`src/rtl/pit_pkg.sv`:
```
package pit_pkg;

  typedef enum logic [2:0] {
    MODE_ONESHOT = 3'd0,
    MODE_RATE    = 3'd2,
    MODE_STROBE  = 3'd4
  } pit_mode_e;

  typedef struct packed {
    logic      mode_wr;
    logic      latch_cmd;
    pit_mode_e mode;
  } ctrl_cmd_t;

endpackage

```
`src/rtl/pit_ctrl_decode.sv`:
```
module pit_ctrl_decode
  import pit_pkg::*;
#(
  parameter int DATA_W = 8,
  parameter int CH_ID  = 0
) (
  input  logic              wr_en,
  input  logic [DATA_W-1:0] wdata,
  output ctrl_cmd_t         cmd
);

  localparam int CH_HI  = DATA_W - 1;
  localparam int ACC_HI = DATA_W - 3;
  localparam logic [1:0] ACC_LATCH = 2'b00;
  localparam logic [1:0] ACC_LOHI  = 2'b11;

  logic [1:0] ch_field;
  logic [1:0] acc_field;
  logic [2:0] mode_field;
  logic       for_me;
  logic       mode_ok;
  logic       unused_bcd;

  always_comb begin
    ch_field   = wdata[CH_HI -: 2];
    acc_field  = wdata[ACC_HI -: 2];
    mode_field = wdata[3:1];
    unused_bcd = wdata[0];
    for_me     = wr_en && (ch_field == 2'(CH_ID));
    mode_ok    = (mode_field == MODE_ONESHOT) || (mode_field == MODE_RATE) ||
                 (mode_field == MODE_STROBE);
    cmd.latch_cmd = for_me && (acc_field == ACC_LATCH);
    cmd.mode_wr   = for_me && (acc_field == ACC_LOHI) && mode_ok;
    cmd.mode      = mode_ok ? pit_mode_e'(mode_field) : MODE_ONESHOT;
  end

endmodule

```
`src/rtl/pit_counter.sv`:
```
module pit_counter
  import pit_pkg::*;
#(
  parameter int BYTE_W = 8,
  parameter int CNT_W  = 16
) (
  input  logic              clk,
  input  logic              rst,
  input  logic              mode_wr,
  input  pit_mode_e         mode,
  input  logic              data_wr,
  input  logic [BYTE_W-1:0] wdata,
  input  logic              tick,
  output logic [CNT_W:0]    count,
  output logic              running,
  output logic              hi_load,
  output pit_mode_e         cur_mode,
  output logic              out_level,
  output logic              irq_pulse
);

  localparam logic [CNT_W:0] FULL_CNT = {1'b1, {CNT_W{1'b0}}};
  localparam logic [CNT_W:0] ONE      = (CNT_W+1)'(1);
  localparam logic [CNT_W:0] TWO      = (CNT_W+1)'(2);

  logic              wr_hi;
  logic [BYTE_W-1:0] lo_hold;
  logic [CNT_W:0]    reload;
  logic              strobe_q;
  logic [CNT_W-1:0]  new_val;
  logic [CNT_W:0]    load_val;

  always_comb begin
    new_val  = {wdata, lo_hold};
    load_val = (new_val == '0) ? FULL_CNT : {1'b0, new_val};
    hi_load  = data_wr && wr_hi && !mode_wr;
  end

  always_ff @(posedge clk) begin
    if (rst) begin
      cur_mode  <= MODE_ONESHOT;
      wr_hi     <= 1'b0;
      lo_hold   <= '0;
      reload    <= '0;
      count     <= '0;
      running   <= 1'b0;
      out_level <= 1'b1;
      irq_pulse <= 1'b0;
      strobe_q  <= 1'b0;
    end else begin
      irq_pulse <= 1'b0;
      if (mode_wr) begin
        cur_mode  <= mode;
        wr_hi     <= 1'b0;
        running   <= 1'b0;
        strobe_q  <= 1'b0;
        out_level <= (mode != MODE_ONESHOT);
      end else if (data_wr) begin
        if (!wr_hi) begin
          lo_hold <= wdata;
          wr_hi   <= 1'b1;
        end else begin
          wr_hi     <= 1'b0;
          reload    <= load_val;
          count     <= load_val;
          running   <= 1'b1;
          strobe_q  <= 1'b0;
          out_level <= (cur_mode != MODE_ONESHOT);
        end
      end else if (tick) begin
        if (strobe_q) begin
          out_level <= 1'b1;
          strobe_q  <= 1'b0;
        end
        if (running) begin
          case (cur_mode)
            MODE_RATE: begin
              if (count == TWO) begin
                count     <= ONE;
                out_level <= 1'b0;
                irq_pulse <= 1'b1;
              end else if (count == ONE) begin
                count     <= reload;
                out_level <= 1'b1;
              end else begin
                count <= count - ONE;
              end
            end
            MODE_STROBE: begin
              if (count == ONE) begin
                count     <= '0;
                out_level <= 1'b0;
                irq_pulse <= 1'b1;
                running   <= 1'b0;
                strobe_q  <= 1'b1;
              end else begin
                count <= count - ONE;
              end
            end
            default: begin
              if (count == ONE) begin
                count     <= '0;
                out_level <= 1'b1;
                irq_pulse <= 1'b1;
                running   <= 1'b0;
              end else begin
                count <= count - ONE;
              end
            end
          endcase
        end
      end
    end
  end

endmodule

```
`src/rtl/pit_readback.sv`:
```
module pit_readback #(
  parameter int BYTE_W = 8,
  parameter int CNT_W  = 16
) (
  input  logic              clk,
  input  logic              rst,
  input  logic              mode_wr,
  input  logic              latch_cmd,
  input  logic              rd_ch,
  input  logic              rd_other,
  input  logic [CNT_W-1:0]  count_lo,
  output logic [BYTE_W-1:0] rdata,
  output logic              latched
);

  logic             rd_hi;
  logic [CNT_W-1:0] snap;
  logic [CNT_W-1:0] src;

  always_comb src = latched ? snap : count_lo;

  always_ff @(posedge clk) begin
    if (rst) begin
      rdata   <= '0;
      rd_hi   <= 1'b0;
      latched <= 1'b0;
      snap    <= '0;
    end else if (mode_wr) begin
      rd_hi   <= 1'b0;
      latched <= 1'b0;
    end else if (latch_cmd) begin
      if (!latched) begin
        snap    <= count_lo;
        latched <= 1'b1;
        rd_hi   <= 1'b0;
      end
    end else if (rd_ch) begin
      rdata <= rd_hi ? src[CNT_W-1 -: BYTE_W] : src[BYTE_W-1:0];
      rd_hi <= ~rd_hi;
      if (latched && rd_hi) latched <= 1'b0;
    end else if (rd_other) begin
      rdata <= '0;
    end
  end

endmodule

```
`src/rtl/pit_channel.sv`:
```
module pit_channel
  import pit_pkg::*;
#(
  parameter int DATA_W = 8,
  parameter int ADDR_W = 2,
  parameter int CH_ID  = 0
) (
  input  logic              clk,
  input  logic              rst,
  input  logic              bus_wr,
  input  logic              bus_rd,
  input  logic [ADDR_W-1:0] bus_addr,
  input  logic [DATA_W-1:0] bus_wdata,
  output logic [DATA_W-1:0] bus_rdata,
  input  logic              tick,
  output logic              out_level,
  output logic              irq_pulse
);

  localparam int CNT_W = 2 * DATA_W;
  localparam logic [ADDR_W-1:0] ADDR_CTRL = {ADDR_W{1'b1}};
  localparam logic [ADDR_W-1:0] ADDR_DATA = ADDR_W'(CH_ID);

  ctrl_cmd_t      ctrl_cmd;
  logic           ctrl_wr;
  logic           ctrl_mode_wr;
  logic           data_wr;
  logic           rd_ch;
  logic           rd_other;
  logic [CNT_W:0] cnt_value;
  logic           cnt_running;
  logic           cnt_hi_load;
  pit_mode_e      cnt_mode;
  logic           rb_latched;

  always_comb begin
    ctrl_wr      = bus_wr && (bus_addr == ADDR_CTRL);
    data_wr      = bus_wr && (bus_addr == ADDR_DATA);
    rd_ch        = bus_rd && (bus_addr == ADDR_DATA);
    rd_other     = bus_rd && (bus_addr != ADDR_DATA);
    ctrl_mode_wr = ctrl_cmd.mode_wr;
  end

  pit_ctrl_decode #(.DATA_W(DATA_W), .CH_ID(CH_ID)) u_decode (
    .wr_en (ctrl_wr),
    .wdata (bus_wdata),
    .cmd   (ctrl_cmd)
  );

  pit_counter #(.BYTE_W(DATA_W), .CNT_W(CNT_W)) u_counter (
    .clk       (clk),
    .rst       (rst),
    .mode_wr   (ctrl_mode_wr),
    .mode      (ctrl_cmd.mode),
    .data_wr   (data_wr),
    .wdata     (bus_wdata),
    .tick      (tick),
    .count     (cnt_value),
    .running   (cnt_running),
    .hi_load   (cnt_hi_load),
    .cur_mode  (cnt_mode),
    .out_level (out_level),
    .irq_pulse (irq_pulse)
  );

  pit_readback #(.BYTE_W(DATA_W), .CNT_W(CNT_W)) u_readback (
    .clk       (clk),
    .rst       (rst),
    .mode_wr   (ctrl_mode_wr),
    .latch_cmd (ctrl_cmd.latch_cmd),
    .rd_ch     (rd_ch),
    .rd_other  (rd_other),
    .count_lo  (cnt_value[CNT_W-1:0]),
    .rdata     (bus_rdata),
    .latched   (rb_latched)
  );

endmodule

```
`config.mk`:
```
export PLATFORM = sky130hd
export DESIGN_NAME = pit_channel
export DESIGN_NICKNAME = d
export VERILOG_FILES = /design/src/rtl/pit_pkg.sv /design/src/rtl/pit_ctrl_decode.sv /design/src/rtl/pit_counter.sv /design/src/rtl/pit_readback.sv /design/src/rtl/pit_channel.sv
export SDC_FILE = /design/constraint.sdc
export NUM_CORES = 1
export LEC_CHECK = 0
export CORE_MARGIN = 2
export CORE_UTILIZATION = 26
export CTS_CLUSTER_SIZE = 24
export DETAILED_ROUTE_END_ITERATION = 16
export GPL_TIMING_DRIVEN = 0
export PLACE_DENSITY = 0.39
export SETUP_SLACK_MARGIN = 0.05
export SLEW_MARGIN = 15
export SYNTH_ARGS = -nofsm -noshare
export SYNTH_HDL_FRONTEND = slang
export SYNTH_SLANG_ARGS = --single-unit
export TNS_END_PERCENT = 20
```
`constraint.sdc`:
```
create_clock -name clk -period 5.6 [get_ports clk]
set_clock_uncertainty 0.2 [all_clocks]
set_input_delay 1.4 -clock clk [delete_from_list [all_inputs] [get_ports clk]]
set_output_delay 1.4 -clock clk [all_outputs]
set_load 0.05 [all_outputs]
```
==> results.toml, run 1 <==
[flow_run]
maxCapViolations = 0

[critical_path]
path_cells = "clkdlybuf4s50_1 -> nor2_1 -> nand2_1 -> o21bai_1 -> a311o_1 -> clkbuf_1 -> o32ai_1"
required_ps = 5590
cp_top_family = "buffers and inverters"
cpPeakStageDelay_ps = 550
path_max_fanout = 9
crit_buf_inv = 2
criticalPathCategory = "in2reg"
cp_slowest_cell = "o21bai_1"
cp.arrival_ps = 3980
start_kind = "primary input"
crit_path_end_kind = "flop"

[timing]
setup_slack_ps = 1620
max_slew.worst_pin.slew_ps = 966
rsz0062_at_grt = "false"
drv_slew = 0
max_freq_mhz = 251
setup_viol = 0
setup_tns_ps = 0
period_minus_slack_ps = 3980
post-route-period-util = 0.712
hold_viol = 0
relSlewSlack = 0.355

[grt]
grt-ovfl-total = 0
antenna_found_initial = 0
grt_max_degree = 13
gr-usage-all-layers = 0.164
grt_pass1_vias = 3334
grt_pass1_wl_um = 19600

[die]
fp-row-count = 44
start_util = 0.264
dieHeight_um = 125
core_area_um2 = 14400
die_w_um = 125
ios = 25
fp.dieArea_um2 = 15600

[run_status]
status = "completed"

[yosys]
yosysUniqueCellTypes = 62
yosysWarningCount = 0
synthCells = 445
syn_nets = 463
synthTopCellsByArea = "dfxtp_1, a21oi_1, nand2_1, nor2_1, mux4_2"
synth-seq-area-share = 0.401
synth_ff_type = "dfxtp_1"
async_reset_ff_frac = 0
synth_edf_count = 0
syn_avg_cell_area_um2 = 8.52
yosysTopAreaCellShare = 0.401
synth.most_common_cell = "dfxtp_1"
synth_area_um2 = 3790
synth-seq-cells = 76
yosysTopAreaCell = "dfxtp_1"
synth_common_cells = "dfxtp_1, nand2_1, nor2_1"

[place]
place_ws_ps = 1270
place_area_um2 = 4250
gp_congestion = 0.834
hpwl_um = 9370
port_buffers = 22

[cts]
cts_setup_buffers = 0
clk_pin_slew_worst_paths_ps = 60
htree_num_levels = 3
cts_tree = "yes"
cts_buffer_depth = 2
cts_resized = 0
cts_buffers = 9
cts_sinks = 76
holdBufCountCts = 0
clkLatencyLatePin_ps = 350
cts_root_buf = "clkbuf_16"

[layout]
antenna_cells = 0
fin_area_um2 = 4580
final_layout_size_suffix_gt1_frac = 0.0828
syn2layout_area_growth_pct = 20.9
fin_nets = 496

[pwr]
seqPwrFrac = 0.415
power_frac_clock = 0.496
sw_frac_of_total = 0.235
power_leakage_nw = 1.66
power.density_nw_per_um2 = 291
p_sw_mw = 0.313
ir_worst_vdd_mv = 0.157
internal-power_mw = 1.02
combPwrFrac = 0.089

[routing]
drt-total-wl_um = 12500
vias_per_cell = 5.17
wl_per_cell_um = 18.7
drcViolationCount = 0
vias = 3448
dr.pass1.iters = 6
drt_iter0_drc = 207
detail-route-antenna-nets = 0

[worst_hold_path]
hold_class = "reg2reg"
==> cells by family after synthesis <==
kind of cell / synth area share
flip-flops: 0.401
AND/OR/NAND/NOR: 0.231
XOR/XNOR: 0.0185
buffers and inverters: 0.0499
multiplexers: 0.0779
AO/OA/AOI/OAI: 0.211
adder cells (fa/ha/maj): 0.00991
==> flip-flops by register name (all words and copies together) (netlist names) <==
| register | cells |
|---|---|
| u_counter.count | 17 |
| u_counter.reload | 17 |
| u_readback.snap | 16 |
| u_counter.lo_hold | 8 |
| u_readback.rdata | 8 |
| u_counter.cur_mode | 3 |
| u_counter.irq_pulse | 1 |
| u_counter.out_level | 1 |
| u_counter.running | 1 |
| u_counter.strobe_q | 1 |
| u_counter.wr_hi | 1 |
| u_readback.latched | 1 |
| u_readback.rd_hi | 1 |
==> path summary, 6_finish.rpt <==
check                         from             endpoint  slack, ps  cells past startpoint
max                   bus_wdata[6]   u_counter.count[5]       1620                      7
min            u_counter.reload[9]  u_counter.reload[9]        260                      2
max reg2reg  u_counter.cur_mode[1]   u_counter.count[2]       2910                      5
min reg2reg    u_counter.reload[9]  u_counter.reload[9]        260                      2
==> cells in the final DEF (no fill, tap or decap), drive strengths merged, types with 5 or more instances in the layout <==
master,instances
a21oi,51
a221oi,5
buf,8
nand3,9
clkdlybuf4s50,22
nor2,56
nor3b,6
dfxtp,76
or4,6
nand2,61
o22ai,7
nor4,9
inv,12
mux2i,10
o32ai,9
a21boi,9
mux4,8
a22oi,9
clkbuf,37
==> worst register-to-register path, delay by kind of cell (launching register included) <==
kind / cells / cell delay, ps
AO/OA/AOI/OAI: 4 / 1150
AND/OR/NAND/NOR: 1 / 810
flip-flops: 1 / 390
==> power by group through the flow <==
stage / Combinational [mW] / Clock (mW) / Sequential [mW]
after global placement: 0.120 / 0 / 0.564
final: 0.119 / 0.660 / 0.553
after CTS: 0.120 / 0.681 / 0.552
after global routing: 0.131 / 0.703 / 0.553
after floorplan: 0.0770 / 0 / 0.563
after detailed placement: 0.119 / 0 / 0.565
==> layout make-up <==
type	instances	area, µm²
multi-input cells	324	2080
plain buffers	33	144
flip-flops and latches	76	1520
well taps	184	230
repair buffers	22	220
clock buffers	12	267
clock inverters	4	70.1
fillers	1533	9790
inverters	12	45.0
==> metrics by stage <==
stage	hold WS, ps	total power, mW	util	std cells
finish	255	1.33	0.319	667
global route	283	1.39	0.319	667
CTS	259	1.35	0.319	667
detailed placement	249	0.684	0.295	651
global placement	249	0.684	0.295	651
floorplan	236	0.640	-	445
==> metal layers <==
metal / GRT usage / wire length, µm / vias up
met5: 0 / 0 / -
met2: 0.254 / 5510 / 88
li1: - / - / 1694
met3: 0.0361 / 554 / 13
met4: 0.0575 / 238 / 0
met1: 0.225 / 6160 / 1653
Note: power is estimated with default switching activity, not from simulation.
==> inputs of run 2 (changes only) <==
- clock period: 5.6 -> 4 ns (I/O delays scaled with it)
==> results of run 2 <==
The final DEF is identical to that of run 1. Status: completed.
Among the figures that moved: setup slack after placement 1270 ps -> 65.2 ps; setup slack after layout 1620 ps -> 415 ps; register-to-register setup slack 2910 ps -> 1310 ps; total power 1.33 mW -> 1.86 mW; worst IR drop on VDD 0.157 mV -> 0.219 mV
==> inputs of run 3 (changes only) <==
- GPL_ROUTABILITY_DRIVEN: unset -> 1
==> results of run 3 <==
The final DEF is identical to that of run 1. Status: completed.
Among the figures that moved: setup slack after placement 1270 ps -> 65.2 ps; setup slack after layout 1620 ps -> 415 ps; register-to-register setup slack 2910 ps -> 1310 ps; total power 1.33 mW -> 1.86 mW; worst IR drop on VDD 0.157 mV -> 0.219 mV
